==> src/rtl/stg0_pkg.sv <==
package stg0_pkg;
  localparam int CFG_W  = 8;
  localparam int SEL_W  = 2;
  localparam int CNT_W  = 5;
  localparam int INT_LSB = 6;
  localparam int EXT_LSB = 4;

  // Number of strobes per tick for a pair of speed codes.
  function automatic int unsigned strobes_per_tick(input logic [SEL_W-1:0] int_code,
                                                   input logic [SEL_W-1:0] ext_code);
    return (32'd1 << int_code) + (32'd2 << ext_code);
  endfunction
endpackage

==> src/rtl/stg0_period_decode.sv <==
module stg0_period_decode
  import stg0_pkg::*;
#(
  parameter int P_CFG_W   = CFG_W,
  parameter int P_CNT_W   = CNT_W,
  parameter int P_INT_LSB = INT_LSB,
  parameter int P_EXT_LSB = EXT_LSB
) (
  input  logic [P_CFG_W-1:0] cfg,
  output logic [P_CNT_W-1:0] last_idx
);
  logic [SEL_W-1:0] int_code;
  logic [SEL_W-1:0] ext_code;
  int unsigned      span;

  always_comb begin
    int_code = cfg[P_INT_LSB +: SEL_W];
    ext_code = cfg[P_EXT_LSB +: SEL_W];
    span     = strobes_per_tick(int_code, ext_code);
    last_idx = P_CNT_W'(span - 32'd1);
  end
endmodule

==> src/rtl/stg0_strobe_counter.sv <==
module stg0_strobe_counter #(
  parameter int P_CNT_W = 5
) (
  input  logic               clk,
  input  logic               rst,
  input  logic               step,
  input  logic [P_CNT_W-1:0] last_idx,
  output logic [P_CNT_W-1:0] cnt,
  output logic               wrap
);
  // At or beyond the terminal value: also covers a period shortened under a running count.
  assign wrap = (cnt >= last_idx);

  always_ff @(posedge clk) begin
    if (rst) begin
      cnt <= '0;
    end else if (step) begin
      if (wrap) cnt <= '0;
      else      cnt <= cnt + 1'b1;
    end
  end
endmodule

==> src/rtl/stg0_tick_reg.sv <==
module stg0_tick_reg (
  input  logic clk,
  input  logic rst,
  input  logic step,
  input  logic wrap,
  output logic tick
);
  always_ff @(posedge clk) begin
    if (rst) tick <= 1'b0;
    else     tick <= step & wrap;
  end
endmodule

==> src/rtl/tmr_stage0_prescaler.sv <==
module tmr_stage0_prescaler
  import stg0_pkg::*;
#(
  parameter int P_CFG_W   = CFG_W,
  parameter int P_CNT_W   = CNT_W,
  parameter int P_INT_LSB = INT_LSB,
  parameter int P_EXT_LSB = EXT_LSB
) (
  input  logic               clk,
  input  logic               rst,
  input  logic               cyc_en,
  input  logic [P_CFG_W-1:0] cfg,
  output logic               tick
);
  logic [P_CNT_W-1:0] last_idx;
  logic [P_CNT_W-1:0] cnt_q;
  logic               wrap;

  stg0_period_decode #(
    .P_CFG_W  (P_CFG_W),
    .P_CNT_W  (P_CNT_W),
    .P_INT_LSB(P_INT_LSB),
    .P_EXT_LSB(P_EXT_LSB)
  ) u_decode (
    .cfg     (cfg),
    .last_idx(last_idx)
  );

  stg0_strobe_counter #(
    .P_CNT_W(P_CNT_W)
  ) u_counter (
    .clk     (clk),
    .rst     (rst),
    .step    (cyc_en),
    .last_idx(last_idx),
    .cnt     (cnt_q),
    .wrap    (wrap)
  );

  stg0_tick_reg u_tick (
    .clk (clk),
    .rst (rst),
    .step(cyc_en),
    .wrap(wrap),
    .tick(tick)
  );
endmodule

==> config.mk <==
export PLATFORM = sky130hd
export DESIGN_NAME = tmr_stage0_prescaler
export DESIGN_NICKNAME = d
export VERILOG_FILES = /design/src/rtl/stg0_pkg.sv /design/src/rtl/stg0_period_decode.sv /design/src/rtl/stg0_strobe_counter.sv /design/src/rtl/stg0_tick_reg.sv /design/src/rtl/tmr_stage0_prescaler.sv
export SDC_FILE = /design/constraint.sdc
export NUM_CORES = 1
export LEC_CHECK = 0
export CORE_AREA = 2 2 39 41
export DETAILED_ROUTE_END_ITERATION = 16
export DIE_AREA = 0 0 41 43
export PLACE_DENSITY_LB_ADDON = 0.3
export SYNTH_ARGS = -nofsm -noshare
export SYNTH_HDL_FRONTEND = slang
export SYNTH_HIERARCHICAL = 1
export SYNTH_SLANG_ARGS = --single-unit
==> constraint.sdc <==
create_clock -name clk -period 4.5 [get_ports clk]
set_clock_uncertainty 0.1 [all_clocks]
set_input_delay 0.9 -clock clk [delete_from_list [all_inputs] [get_ports clk]]
set_output_delay 0.9 -clock clk [all_outputs]
set_load 0.01 [all_outputs]
Word-level counts from Yosys, hierarchy flattened
Index checks and enable logic that the tools add are counted.
{"block": "word_totals", "reg_bits": 6, "latch_bits": 0, "mem_bits_rw": 0, "mem_bits_ro": 0, "output_inout_bits": 1, "wordCells": 10, "memories": 0}
{"block": "classes", "add_sub_neg": 3, "mul": 0, "n_div": 0, "order_cmp": 1, "n_eq_ne": 0, "shifts": 2, "n_mux": 1, "bitwise_logic": 1, "reduce_logical": 0}
{"cell": "5-bit by 1-bit adder with 5-bit output, second input constant", "count": 1}
{"cell": "5-bit adder", "count": 1}
{"cell": "5-bit greater-or-equal comparator", "count": 1}
{"cell": "5-bit 2-to-1 mux", "count": 1}
{"cell": "1-bit by 2-bit left shift with 5-bit output, first input constant", "count": 1}
{"cell": "2-bit by 2-bit left shift with 5-bit output, first input constant", "count": 1}
{"cell": "5-bit by 1-bit subtractor with 5-bit output, second input constant", "count": 1}
{"cell": "1-bit AND", "count": 1}

Longest topological paths before layout
{"block": "depth", "word_depth": 5, "ltp_mapped": 13, "mapped_depth_nobuf": 13}

Modules after synthesis
The synthesis kept the hierarchy.
{"module": "stg0_strobe_counter", "instances": 1, "cells_each": 42, "area_per_inst_um2": 369.1, "seq_area_each_um2": 100.1}
{"module": "stg0_period_decode", "instances": 1, "cells_each": 18, "area_per_inst_um2": 148.9, "seq_area_each_um2": 0.0}
{"module": "stg0_tick_reg", "instances": 1, "cells_each": 2, "area_per_inst_um2": 28.8, "seq_area_each_um2": 20.0}

Least setup slack after synthesis
OpenSTA, ideal clock, no wires.
{"block": "synth_path", "kind": "input port to flip-flop", "from": "input cfg[4]", "to": "register u_counter.cnt[1]", "setup_ns": 0.133, "arrival_ns": 3.263, "setup_slack_ns": 1.004, "stages": 12, "n_path_buf": 0, "cell_sequence": "or2_2 -> ha_1 -> inv_1 -> ha_1 -> fa_1 -> xor2_1 -> xnor3_1 -> inv_1 -> ha_1 -> nand2_1 -> o32ai_2 -> nor4_1"}
{"block": "synth_between", "elab_chain_cells": 5}
{"item": "start, declared", "line_no": "tmr_stage0_prescaler.sv:12", "text": "input logic [P_CFG_W-1:0] cfg,"}
{"item": "2-bit by 2-bit left shift with 5-bit output", "line_no": "stg0_pkg.sv:11", "text": "return (32'd1 << int_code) + (32'd2 << ext_code);"}
{"item": "5-bit adder", "line_no": "stg0_pkg.sv:11"}
{"item": "5-bit by 1-bit subtractor with 5-bit output", "line_no": "stg0_period_decode.sv:20", "text": "last_idx = P_CNT_W'(span - 32'd1);"}
{"item": "named net last_idx[3]", "line_no": "tmr_stage0_prescaler.sv:15", "text": "logic [P_CNT_W-1:0] last_idx;"}
{"item": "5-bit greater-or-equal comparator", "line_no": "stg0_strobe_counter.sv:12", "text": "assign wrap = (cnt >= last_idx);"}
{"item": "5-bit 2-to-1 mux", "line_no": "stg0_strobe_counter.sv:18", "text": "if (wrap) cnt <= '0;"}
{"item": "end signal, assigned", "line_no": "stg0_strobe_counter.sv:19", "text": "else cnt <= cnt + 1'b1;"}
{"item": "end, declared", "line_no": "stg0_strobe_counter.sv:8", "text": "output logic [P_CNT_W-1:0] cnt,"}
The timed path passes the listed nets, and every way through them passes these cells.
A chain may end at the register's enable or synchronous reset.

Worst setup path after layout
{"block": "layout_path", "from": "input cfg[4]", "to": "register u_counter.cnt[4]"}
Same word-level chain as after synthesis.

==> metrics <==
Avg Cell Area, Syn=8.82 um2; vias in the first global route=361; outcome=finished clean; Synthesis Warnings=6; Starting Density=0.395; syn nets=83; worst hold slack=0.444 ns; CTS resizes=0; Logic pwr share=0.332; DR DRC count=0; Netlist cell types=25; CTS root buf=clkbuf_4; Worst EP required=4.50 ns; internal power=around 0.11 mW; die area=roughly 1800 um2; most frequent cells in the layout=10 x inv_1, 9 x ha_1, 7 x clkdlybuf4s50_1; share of layout cells above drive strength 1=0.0704; Synth Instances=62; flops & latches, synth=6; vias=443; CTS Buffer Depth=2; setup tns final=0 ns; largest net degree at the start of global routing=10; fin crit share=0.870; Die Ht=43 um; Pwr Density=243 nW/um2; final hold vios=0; DR WL/cell=9.85 um; minimum clock period=between 3 and 4 ns; CP Data Arrival Time=3.92 ns; LEAKAGE=0.300 nW; Startpoint Class=input pin; cts bufs inserted=3; VDD IR max=0.164 mV; grt total ovfl=0; Hold Path Class=reg2reg; worst-margin pin slew=about 0.47 ns; fin util=0.471; port bufs=7; switch share=0.290; worst-path fanout max=4; Tot GR Track Use=0.119; Post-Syn Area=about 550 um2; drt total wl=857 um; initial antenna violation count=0; CTS sink cnt=6; first-pass GRT wire length=between 1000 and 1500 um; Iteration-0 DRC Markers=9; boundary pin count=12; WS Path Type=in2reg; Slew Limit Fails=0; Worst slew margin=0.688; antenna viol nets, final=0; Flop pwr share=0.369; number of setup violations in the final report=0; Core Rows=14; clock share of power=0.300; vias per cell=5.09; sequential share of the synthesized area=0.220; RSZ-0062 raised after global routing=no; diode count=0; P&R area growth vs syn=19.2%; Switch Pwr=about 0.046 mW; CTS clk-pin slew, worst paths=0.04 ns; f_max=roughly 0.26 GHz; commonest non-fill, non-tap cell in the layout=inv_1; setup bufs post-CTS=0; Hold-fix buffers, CTS=0; filler instances=about 140; nets=94; Final Non-Filler Cells=87; CTS tree=built; core area=~1400 um2; RD Place Congestion=0.797; Max-cap violations=0; CTS H-tree lvls=1; post-placement cell count=84; drt pass-1 iters=4; clock latency on the worst-skew pair=0.24 ns; Die X=41 um; nature of the critical path endpoint=register; hpwl dp=approximately 720 um
-- critical path, stage by stage --
cell             delay, ns
clkdlybuf4s50_1       0.45
or2_2                 0.31
ha_1                  0.27
inv_1                 0.04
ha_1                  0.18
fa_1                  0.37
xor2_1                0.17
xnor3_1               0.26
inv_1                 0.04
ha_1                  0.28
nand2_1               0.11
nor3_1                0.42
nor4_1                0.10
-- power by group through the flow --
stage                     logic [mW]  registers [mW]  clock network [mW]
after floorplan               0.0393          0.0588                   0
after global placement        0.0523          0.0593                   0
after detailed placement      0.0528          0.0593                   0
after CTS                     0.0530          0.0584              0.0493
after global routing          0.0608          0.0585              0.0533
final                         0.0524          0.0583              0.0474
-- metal layers --
layer / share of wire / track usage / vias to the layer above
li1: - / - / 238
met1: 0.50 / 0.145 / 197
met2: 0.46 / 0.175 / 8
met3: 0.036 / 0.0628 / 0
met4: 0 / 0.0400 / 0
met5: 0 / 0 / -
-- path summary, 6_finish.rpt --
path,slack [ns],startpoint,cells after the start,to
setup / recovery,0.58,cfg[4],13,u_counter/cnt[4]$_SDFFE_PP0P_
hold / removal,0.44,u_counter/cnt[0]$_SDFFE_PP0P_,2,u_counter/cnt[0]$_SDFFE_PP0P_
setup reg to reg,2.92,u_counter/cnt[0]$_SDFFE_PP0P_,6,u_tick/tick$_SDFF_PP0_
hold reg to reg,0.44,u_counter/cnt[0]$_SDFFE_PP0P_,2,u_counter/cnt[0]$_SDFFE_PP0P_
-- state kept, by name (all words and copies together), names as in the netlist --
name	cells
u_counter/cnt	5
u_tick/tick	1
-- kinds of logic after synthesis --
logic type               after synthesis  synth area share
AND/OR/NAND/NOR                       22             0.236
buffers and inverters                 11            0.0824
adder cells (fa/ha/maj)               10             0.243
AO/OA/AOI/OAI                          7            0.0961
flip-flops                             6             0.220
XOR/XNOR                               5             0.105
multiplexers                           1            0.0183
-- final cells by class --
cell class / count / area [um2] / area share
multi-input combinational: 45 / 382 / 0.585
sequential: 6 / 120 / 0.184
timing repair buffer: 7 / 70.1 / 0.107
inverter: 10 / 37.5 / 0.0576
clock buffer: 3 / 22.5 / 0.0345
tap: 16 / 20.0 / 0.0307
-- metrics by stage --
step	worst slack, ns	cell area (um2)	power (mW)
2_1_floorplan	1.00	547	0.0982
3_3_place_gp	0.367	629	0.112
3_5_place_dp	0.359	629	0.112
4_1_cts	0.602	652	0.161
5_1_grt	0.447	652	0.173
6_report	0.583	652	0.158
-- synthesized netlist by cell type --
library cell,number,area share
and2_1,1,0.011
a21oi_1,2,0.018
nand3_1,1,0.0091
ha_1,9,0.21
o32ai_1,1,0.016
xnor3_1,1,0.041
fa_1,1,0.037
nor4_1,4,0.046
buf_4,1,0.014
nand2b_1,3,0.034
o32ai_2,1,0.030
mux2i_1,1,0.018
o21ai_0,2,0.018
nor3_1,1,0.0091
nor2b_1,2,0.023
nor3b_1,1,0.014
nor2_1,1,0.0069
xor2_1,4,0.064
o21bai_1,1,0.014
and3b_1,1,0.016
inv_1,10,0.069
nand2_1,3,0.021
nand4_1,3,0.034
or2_2,1,0.011
dfxtp_1,6,0.22
(Power assumes the default switching activity.)
